File: config.mk
export PLATFORM = sky130hd
export DESIGN_NAME = lpc_io_host
export DESIGN_NICKNAME = d
export VERILOG_FILES = /design/src/rtl/lpc_io_pkg.sv /design/src/rtl/lpc_io_ctrl.sv /design/src/rtl/lpc_io_dp.sv /design/src/rtl/lpc_io_host.sv
export SDC_FILE = /design/constraint.sdc
export NUM_CORES = 1
export LEC_CHECK = 0
export BUFFER_PORTS_ARGS = -buffer_cell sky130_fd_sc_hd__buf_2
export CORE_ASPECT_RATIO = 1.2
export CORE_MARGIN = 2
export CORE_UTILIZATION = 35
export DETAILED_ROUTE_END_ITERATION = 8
export GPL_TIMING_DRIVEN = 0
export HOLD_SLACK_MARGIN = 0.03
export PLACE_DENSITY = 0.56
export SYNTH_ARGS = -nofsm -noshare
export SYNTH_HDL_FRONTEND = slang
export SYNTH_SLANG_ARGS = --single-unit
File: constraint.sdc
create_clock -name clk -period 5.7 [get_ports clk]
set_input_delay 1.14 -clock clk [delete_from_list [all_inputs] [get_ports clk]]
set_output_delay 1.14 -clock clk [all_outputs]
set_load 0.02 [all_outputs]
File: src/rtl/lpc_io_pkg.sv
package lpc_io_pkg;

  typedef enum logic [3:0] {
    PH_IDLE, PH_START, PH_CTYPE, PH_ADDR, PH_WDATA, PH_TAR1,
    PH_SYNC, PH_RDATA, PH_TAR2, PH_ABORT, PH_DONE
  } phase_t;

  typedef enum logic [2:0] {
    LAD_ZERO, LAD_CTYPE, LAD_ADDR, LAD_WDATA, LAD_ONES
  } ladSel_t;

  typedef struct packed {
    logic    loadReq;
    logic    nextByte;
    logic    capLo;
    logic    capHi;
    logic    abortByte;
    logic    frameLow;
    logic    ladDrive;
    ladSel_t ladSel;
    logic [3:0] nibIdx;
  } ctrlStrb_t;

  localparam logic [3:0] NIB_READY = 4'h0;
  localparam logic [3:0] NIB_WAITS = 4'h5;
  localparam logic [3:0] NIB_WAITL = 4'h6;
  localparam logic [3:0] NIB_CT_RD = 4'h0;
  localparam logic [3:0] NIB_CT_WR = 4'h2;

endpackage

File: src/rtl/lpc_io_ctrl.sv
module lpc_io_ctrl
  import lpc_io_pkg::*;
#(
  parameter int ADDR_NIBS  = 4,
  parameter int SYNC_LIMIT = 4,
  parameter int ABORT_LEN  = 4
) (
  input  logic      clk,
  input  logic      rstN,
  input  logic      reqValid,
  input  logic      isWrite,
  input  logic      lastByte,
  input  logic      syncReady,
  input  logic      syncWait,
  output ctrlStrb_t strb,
  output logic      busy,
  output logic      rspDone
);

  localparam int CNT_TOP = (ADDR_NIBS > ABORT_LEN) ? ADDR_NIBS : ABORT_LEN;
  localparam int CNT_W   = $clog2(CNT_TOP + 1);
  localparam int TMO_W   = $clog2(SYNC_LIMIT + 1);

  phase_t             phase, phaseNxt;
  logic [CNT_W-1:0]   cnt, cntNxt;
  logic [TMO_W-1:0]   tmo, tmoNxt;
  logic               byteEnd;

  always_ff @(posedge clk) begin
    if (!rstN) begin
      phase <= PH_IDLE;
      cnt   <= '0;
      tmo   <= '0;
    end else begin
      phase <= phaseNxt;
      cnt   <= cntNxt;
      tmo   <= tmoNxt;
    end
  end

  always_comb begin
    phaseNxt    = phase;
    cntNxt      = cnt;
    tmoNxt      = tmo;
    strb        = '0;
    strb.ladSel = LAD_ZERO;
    strb.nibIdx = 4'(cnt);
    rspDone     = 1'b0;
    byteEnd     = 1'b0;
    case (phase)
      PH_IDLE: begin
        if (reqValid) begin
          strb.loadReq = 1'b1;
          phaseNxt     = PH_START;
        end
      end
      PH_START: begin
        strb.frameLow = 1'b1;
        strb.ladDrive = 1'b1;
        strb.ladSel   = LAD_ZERO;
        phaseNxt      = PH_CTYPE;
      end
      PH_CTYPE: begin
        strb.ladDrive = 1'b1;
        strb.ladSel   = LAD_CTYPE;
        cntNxt        = '0;
        phaseNxt      = PH_ADDR;
      end
      PH_ADDR: begin
        strb.ladDrive = 1'b1;
        strb.ladSel   = LAD_ADDR;
        if (cnt == CNT_W'(ADDR_NIBS - 1)) begin
          cntNxt   = '0;
          phaseNxt = isWrite ? PH_WDATA : PH_TAR1;
        end else begin
          cntNxt = cnt + 1'b1;
        end
      end
      PH_WDATA: begin
        strb.ladDrive = 1'b1;
        strb.ladSel   = LAD_WDATA;
        if (cnt == CNT_W'(1)) begin
          cntNxt   = '0;
          phaseNxt = PH_TAR1;
        end else begin
          cntNxt = cnt + 1'b1;
        end
      end
      PH_TAR1: begin
        if (cnt == CNT_W'(1)) begin
          cntNxt   = '0;
          tmoNxt   = '0;
          phaseNxt = PH_SYNC;
        end else begin
          cntNxt = cnt + 1'b1;
        end
      end
      PH_SYNC: begin
        if (syncReady) begin
          cntNxt   = '0;
          phaseNxt = isWrite ? PH_TAR2 : PH_RDATA;
        end else if (syncWait) begin
          tmoNxt = '0;
        end else if (tmo == TMO_W'(SYNC_LIMIT - 1)) begin
          cntNxt   = '0;
          phaseNxt = PH_ABORT;
        end else begin
          tmoNxt = tmo + 1'b1;
        end
      end
      PH_RDATA: begin
        strb.capLo = (cnt == '0);
        strb.capHi = (cnt == CNT_W'(1));
        if (cnt == CNT_W'(1)) begin
          cntNxt   = '0;
          phaseNxt = PH_TAR2;
        end else begin
          cntNxt = cnt + 1'b1;
        end
      end
      PH_TAR2: begin
        if (cnt == CNT_W'(1)) byteEnd = 1'b1;
        else cntNxt = cnt + 1'b1;
      end
      PH_ABORT: begin
        strb.frameLow  = 1'b1;
        strb.ladDrive  = 1'b1;
        strb.ladSel    = LAD_ONES;
        strb.abortByte = (cnt == '0);
        if (cnt == CNT_W'(ABORT_LEN - 1)) byteEnd = 1'b1;
        else cntNxt = cnt + 1'b1;
      end
      PH_DONE: begin
        rspDone  = 1'b1;
        phaseNxt = PH_IDLE;
      end
      default: phaseNxt = PH_IDLE;
    endcase
    if (byteEnd) begin
      cntNxt = '0;
      if (lastByte) begin
        phaseNxt = PH_DONE;
      end else begin
        strb.nextByte = 1'b1;
        phaseNxt      = PH_START;
      end
    end
  end

  assign busy = (phase != PH_IDLE);

endmodule

File: src/rtl/lpc_io_dp.sv
module lpc_io_dp
  import lpc_io_pkg::*;
#(
  parameter int ADDR_W    = 16,
  parameter int MAX_BYTES = 4
) (
  input  logic                   clk,
  input  logic                   rstN,
  input  ctrlStrb_t              strb,
  input  logic                   reqWrite,
  input  logic [ADDR_W-1:0]      reqAddr,
  input  logic [1:0]             reqSize,
  input  logic [8*MAX_BYTES-1:0] reqWdata,
  input  logic [3:0]             ladIn,
  output logic                   isWrite,
  output logic                   lastByte,
  output logic                   syncReady,
  output logic                   syncWait,
  output logic [8*MAX_BYTES-1:0] rspRdata,
  output logic                   lframeN,
  output logic [3:0]             ladOut,
  output logic                   ladOe
);

  localparam int DATA_W    = 8 * MAX_BYTES;
  localparam int BIDX_W    = (MAX_BYTES > 1) ? $clog2(MAX_BYTES) : 1;
  localparam int ADDR_NIBS = ADDR_W / 4;

  logic [ADDR_W-1:0] curAddr;
  logic [DATA_W-1:0] wdataReg;
  logic [DATA_W-1:0] rdataReg;
  logic [BIDX_W-1:0] byteIdx;
  logic [BIDX_W-1:0] byteLast;
  logic              writeReg;
  logic [7:0]        curWbyte;
  logic [3:0]        addrNib;

  function automatic logic [BIDX_W-1:0] lastFromSize(input logic [1:0] sz);
    int n;
    case (sz)
      2'd0:    n = 1;
      2'd1:    n = 2;
      default: n = 4;
    endcase
    if (n > MAX_BYTES) n = MAX_BYTES;
    return BIDX_W'(n - 1);
  endfunction

  always_ff @(posedge clk) begin
    if (!rstN) begin
      curAddr  <= '0;
      wdataReg <= '0;
      rdataReg <= '0;
      byteIdx  <= '0;
      byteLast <= '0;
      writeReg <= 1'b0;
    end else if (strb.loadReq) begin
      curAddr  <= reqAddr;
      wdataReg <= reqWdata;
      rdataReg <= '0;
      byteIdx  <= '0;
      byteLast <= lastFromSize(reqSize);
      writeReg <= reqWrite;
    end else begin
      if (strb.capLo)
        rdataReg[{byteIdx, 3'b000} +: 4] <= ladIn;
      if (strb.capHi)
        rdataReg[{byteIdx, 3'b100} +: 4] <= ladIn;
      if (strb.abortByte && !writeReg)
        rdataReg[{byteIdx, 3'b000} +: 8] <= 8'hFF;
      if (strb.nextByte) begin
        curAddr <= curAddr + 1'b1;
        byteIdx <= byteIdx + 1'b1;
      end
    end
  end

  assign curWbyte = wdataReg[{byteIdx, 3'b000} +: 8];
  assign addrNib  = curAddr[(ADDR_NIBS - 1 - int'(strb.nibIdx)) * 4 +: 4];

  always_comb begin
    case (strb.ladSel)
      LAD_CTYPE: ladOut = writeReg ? NIB_CT_WR : NIB_CT_RD;
      LAD_ADDR:  ladOut = addrNib;
      LAD_WDATA: ladOut = strb.nibIdx[0] ? curWbyte[7:4] : curWbyte[3:0];
      LAD_ONES:  ladOut = 4'hF;
      default:   ladOut = 4'h0;
    endcase
  end

  assign ladOe     = strb.ladDrive;
  assign lframeN   = !strb.frameLow;
  assign isWrite   = writeReg;
  assign lastByte  = (byteIdx == byteLast);
  assign syncReady = (ladIn == NIB_READY);
  assign syncWait  = (ladIn == NIB_WAITS) || (ladIn == NIB_WAITL);
  assign rspRdata  = rdataReg;

endmodule

File: src/rtl/lpc_io_host.sv
module lpc_io_host
  import lpc_io_pkg::*;
#(
  parameter int ADDR_W     = 16,
  parameter int MAX_BYTES  = 4,
  parameter int SYNC_LIMIT = 4,
  parameter int ABORT_LEN  = 4
) (
  input  logic                   clk,
  input  logic                   rstN,
  input  logic                   reqValid,
  input  logic                   reqWrite,
  input  logic [ADDR_W-1:0]      reqAddr,
  input  logic [1:0]             reqSize,
  input  logic [8*MAX_BYTES-1:0] reqWdata,
  output logic                   busy,
  output logic                   rspDone,
  output logic [8*MAX_BYTES-1:0] rspRdata,
  output logic                   lframeN,
  output logic [3:0]             ladOut,
  output logic                   ladOe,
  input  logic [3:0]             ladIn
);

  localparam int ADDR_NIBS = ADDR_W / 4;

  ctrlStrb_t strb;
  logic      isWrite;
  logic      lastByte;
  logic      syncReady;
  logic      syncWait;

  lpc_io_ctrl #(
    .ADDR_NIBS (ADDR_NIBS),
    .SYNC_LIMIT(SYNC_LIMIT),
    .ABORT_LEN (ABORT_LEN)
  ) ctrl_i (
    .clk      (clk),
    .rstN     (rstN),
    .reqValid (reqValid),
    .isWrite  (isWrite),
    .lastByte (lastByte),
    .syncReady(syncReady),
    .syncWait (syncWait),
    .strb     (strb),
    .busy     (busy),
    .rspDone  (rspDone)
  );

  lpc_io_dp #(
    .ADDR_W   (ADDR_W),
    .MAX_BYTES(MAX_BYTES)
  ) dp_i (
    .clk      (clk),
    .rstN     (rstN),
    .strb     (strb),
    .reqWrite (reqWrite),
    .reqAddr  (reqAddr),
    .reqSize  (reqSize),
    .reqWdata (reqWdata),
    .ladIn    (ladIn),
    .isWrite  (isWrite),
    .lastByte (lastByte),
    .syncReady(syncReady),
    .syncWait (syncWait),
    .rspRdata (rspRdata),
    .lframeN  (lframeN),
    .ladOut   (ladOut),
    .ladOe    (ladOe)
  );

endmodule

==> tab_implementation.tex <==
\begin{tabular}{lr}
\hline
Metric & Value \\
\hline
\multicolumn{2}{l}{\textbf{Logic synthesis}} \\
Post-synthesis instance area & 4880 µm² \\
Number of flip-flops and latches in the synthesized netlist & between 90 and 100 \\
Largest family of logic cells by synthesized area & simple AND/OR/NAND/NOR gates \\
Gate count of the mapped netlist & 583 \\
Fraction of the yosys area taken by sequential cells & 38.9\% \\
Synth Area per Inst & 8.38 µm² \\
Area share of xor/xnor cells in the synthesized design & about 3.4\% \\
Ys flop type & sky130\_fd\_sc\_hd\_\_dfxtp\_1 \\
Multiplexer share of the synthesized area & 8.20\% \\
Adder-cell area share of the yosys netlist & roughly 3.8\% \\
Count of different cell masters after synthesis & between 50 and 60 \\
Compound-Gate Fraction of Synth Area & 17.7\% \\
Synth Area in Simple Gates & roughly a quarter \\
FFs w/ async S/R, synth & 0\% \\
Number of warnings printed during yosys synthesis & 0 \\
Count of flip-flops with a built-in enable after synthesis & 0 \\
Syn nets & 656 \\
\multicolumn{2}{l}{\textbf{Timing}} \\
Unrepaired setup endpoints after global routing & false \\
Period utilization & between 60\% and 70\% \\
Max-slew headroom & 57.2\% \\
Final Hold Violating Endpoints & 0 \\
Setup clock skew after layout & 12.1 ps \\
Endpoints failing setup & 0 \\
Slew @ Worst Pin & 640 ps \\
Number of max-slew violations in the final report & 0 \\
Worst-case setup margin in the final layout & 1900 ps \\
Minimum clock period after layout & 3800 ps \\
Upper clock frequency limit & 263 MHz \\
Aggregate negative setup slack & 0 ps \\
\multicolumn{2}{l}{\textbf{Detailed routing}} \\
Via Count & approximately 4500 \\
Via count normalized by instance count & 5.21 \\
Number of remaining DRC errors & 0 \\
Routed Antenna Nets & 0 \\
Wire length reported by the detailed router & 13.8 mm \\
Iteration-0 DRC Markers & between 300 and 400 \\
Average wire length per cell after detail routing & 16.0 µm \\
Detailed-routing iteration count for the pre-antenna-repair pass & 5 \\
\multicolumn{2}{l}{\textbf{Status}} \\
Status & finished, final reports clean \\
\multicolumn{2}{l}{\textbf{Min path}} \\
Kind of path behind the tightest hold check & flop to flop \\
Worst Hold Launch & dp\_i.wdataReg[7] \\
\multicolumn{2}{l}{\textbf{Clock tree}} \\
\# Post-CTS Setup Buffers & 0 \\
Clk Latency, worst-skew pair & $\sim$360 ps \\
Deepest level of the CTS H-tree & 3 \\
Clock Sink Count & between 90 and 100 \\
Clock-pin transition on the worst setup and hold timing paths & $\sim$70 ps \\
CTS root buf & sky130\_fd\_sc\_hd\_\_clkbuf\_16 \\
Number of buffers created by CTS & 9 \\
Post-CTS sizing & 0 \\
Count of hold-fix buffers inserted at cts & 0 \\
CTS tree & yes \\
Max Root-Sink Buffers & 2 \\
\multicolumn{2}{l}{\textbf{Global routing}} \\
Antenna violations before repair & 0 \\
Number of global-route vias before repair & 4544 \\
Global-route wire length before repair & between 20 and 25 mm \\
Sum of overflow across all layers after global routing & 0 \\
Maximum number of pins on one net before global-route repair & 18 \\
Total global routing track utilization & 18.8\% \\
\multicolumn{2}{l}{\textbf{Finish}} \\
Area taken by flip-flops and latches & 1900 µm² \\
Antenna diode instance count & 0 \\
Final instance area & between 5000 and 6000 µm² \\
Area Growth Syn to Fin & 20.1\% \\
Ratio of cells with drive above 1 in the final layout & 21.8\% \\
\# nets final & 764 \\
Area of combinational cells with multiple inputs & $\sim$2800 µm² \\
Filler cell count in the final layout & about 1400 \\
\multicolumn{2}{l}{\textbf{Placed design}} \\
Gpl congestion & 0.859 \\
DP Wirelength & 10.6 mm \\
Total of buffers placed on input and output ports & 97 \\
Cell area after placement & 5580 µm² \\
Worst slack, placed & 2260 ps \\
\multicolumn{2}{l}{\textbf{Critical path}} \\
Worst-path cell chain & clkbuf\_1 -> buf\_2 -> mux4\_2 -> mux2i\_1 -> o22ai\_1 -> buf\_2 \\
Source of the critical timing path & dp\_i.byteIdx[0] \\
Startpoint type of the worst setup path & flop \\
Cell with the most instances on the worst path & sky130\_fd\_sc\_hd\_\_buf\_2 \\
Required @ worst endpoint & between 4000 and 5000 ps \\
Critical path's slowest cell & sky130\_fd\_sc\_hd\_\_mux4\_2 \\
Arrival time of the worst setup path & 2660 ps \\
Startpoint-to-endpoint class of the critical path & flop to primary output \\
Category of cells accounting for the largest share of critical-path delay & buffers and inverters \\
Crit-path max FO & 10 \\
Origin of the critical flop-to-flop path & dp\_i.byteIdx[1] \\
Critical path capture point type & primary output \\
Crit-path max cell delay & 550 ps \\
Critical path buffer and inverter count & 3 \\
\multicolumn{2}{l}{\textbf{Floorplanning}} \\
I/O Pins & 98 \\
Starting Density & 35.6\% \\
Area inside the core boundary & 13700 µm² \\
Die span in x & 112 µm \\
Die Area & 14900 µm² \\
Floorplan row count & 47 \\
Floorplan die height & 133 µm \\
\multicolumn{2}{l}{\textbf{Power}} \\
Largest vdd supply drop & 0.180 mV \\
Ratio of total power to cell area & 347 nW/µm² \\
Leakage power & 2.29 nW \\
\multicolumn{2}{l}{\textbf{Run}} \\
Max-Cap Viols & 0 \\
\hline
\end{tabular}
## path summary, 6_finish.rpt
kind	end	slack [ps]	depth (start not counted)
min reg2reg	dp_i.wdataReg[7]	460	2
min	dp_i.wdataReg[7]	460	2
max reg2reg	dp_i.rspRdata[10]	2970	6
max	ladOut[0]	1900	6
## synth_stat cells, types with 8 or more instances
cell	number	area, µm²
sky130_fd_sc_hd__or3_1	26	163
sky130_fd_sc_hd__clkbuf_1	21	78.8
sky130_fd_sc_hd__dfxtp_1	95	1900
sky130_fd_sc_hd__nand3_1	17	85.1
sky130_fd_sc_hd__nor2_1	19	71.3
sky130_fd_sc_hd__nand2b_1	8	50.1
sky130_fd_sc_hd__a31oi_1	27	169
sky130_fd_sc_hd__mux4_2	12	270
sky130_fd_sc_hd__xor2_1	15	131
sky130_fd_sc_hd__mux2i_1	13	130
sky130_fd_sc_hd__nand2_1	128	480
sky130_fd_sc_hd__buf_2	9	45.0
sky130_fd_sc_hd__o21ai_0	21	105
sky130_fd_sc_hd__inv_1	11	41.3
sky130_fd_sc_hd__ha_1	15	188
sky130_fd_sc_hd__a21oi_1	64	320
## flip-flops by register name, summed over array words and instances (netlist names), named ones only
name           count
dp_i.byteIdx       2
dp_i.byteLast      2
dp_i.curAddr      16
dp_i.rspRdata     28
ctrl_i.cnt         3
dp_i.isWrite       1
ctrl_i.tmo         3
ctrl_i.phase       4
dp_i.wdataReg     32
## worst register-to-register path, delay by kind of cell (launching register included)
kind	cells	cell delay [ps]
adder cells (fa/ha/maj)	1	520
AND/OR/NAND/NOR	2	560
flip-flops	1	420
buffers and inverters	2	990
AO/OA/AOI/OAI	1	180
## cell type report
type	count	area share (%)
multi-input cells	439	47.3
inverters	14	0.896
plain buffers	35	2.69
clock inverters	6	0.875
flip-flops and latches	95	32.4
well taps	171	3.65
repair buffers	97	8.28
clock buffers	10	3.90
## layout by cell type, fill, tap and decap left out, types with 4 or more instances in the layout
cell / instances
sky130_fd_sc_hd__nor3_1: 6
sky130_fd_sc_hd__a21oi_1: 64
sky130_fd_sc_hd__nand3_1: 17
sky130_fd_sc_hd__xor2_1: 15
sky130_fd_sc_hd__clkbuf_1: 22
sky130_fd_sc_hd__or3_1: 26
sky130_fd_sc_hd__nor2b_1: 4
sky130_fd_sc_hd__ha_1: 15
sky130_fd_sc_hd__clkbuf_16: 9
sky130_fd_sc_hd__nor2_1: 19
sky130_fd_sc_hd__and3_1: 4
sky130_fd_sc_hd__xnor2_1: 4
sky130_fd_sc_hd__and2_1: 4
sky130_fd_sc_hd__o21ai_0: 21
sky130_fd_sc_hd__dfxtp_1: 95
sky130_fd_sc_hd__a31oi_1: 27
sky130_fd_sc_hd__nand2b_1: 8
sky130_fd_sc_hd__inv_1: 11
sky130_fd_sc_hd__mux4_2: 12
sky130_fd_sc_hd__mux2i_1: 13
sky130_fd_sc_hd__nand2_1: 128
sky130_fd_sc_hd__o311a_1: 4
sky130_fd_sc_hd__nand4_1: 6
sky130_fd_sc_hd__buf_2: 106
## power by group
part	total (mW)	internal, mW	switching (mW)	leakage, nW
clock	0.583	0.302	0.281	0.128
sequential	0.838	0.759	0.0786	0.774
combinational	0.616	0.225	0.391	1.39
## per-layer routing
metal | vias to the layer above | GRT usage [%] | wire length [µm]
li1 | 2279 | - | -
met1 | 2089 | 23.8 | 6180
met2 | 128 | 32.0 | 6620
met3 | 23 | 3.00 | 678
met4 | 0 | 7.68 | 359
met5 | - | 0 | 0
## cell families after synthesis
group	after synthesis
and+or+nand+nor	240
buffers and inverters	49
muxes	25
AOI/OAI and AO/OA	140
DFF	95
adders and majority gates	15
xor gates and xnor gates	19
## per-stage QoR
stage	cells	util, %	power, mW	hold WS [ps]
floorplan	583	-	1.27	433
global placement	851	40.8	1.45	440
detailed placement	851	40.8	1.47	448
CTS	867	42.8	2.05	458
global route	867	42.8	2.16	478
finish	867	42.8	2.04	455
(Power assumes the default switching activity.)
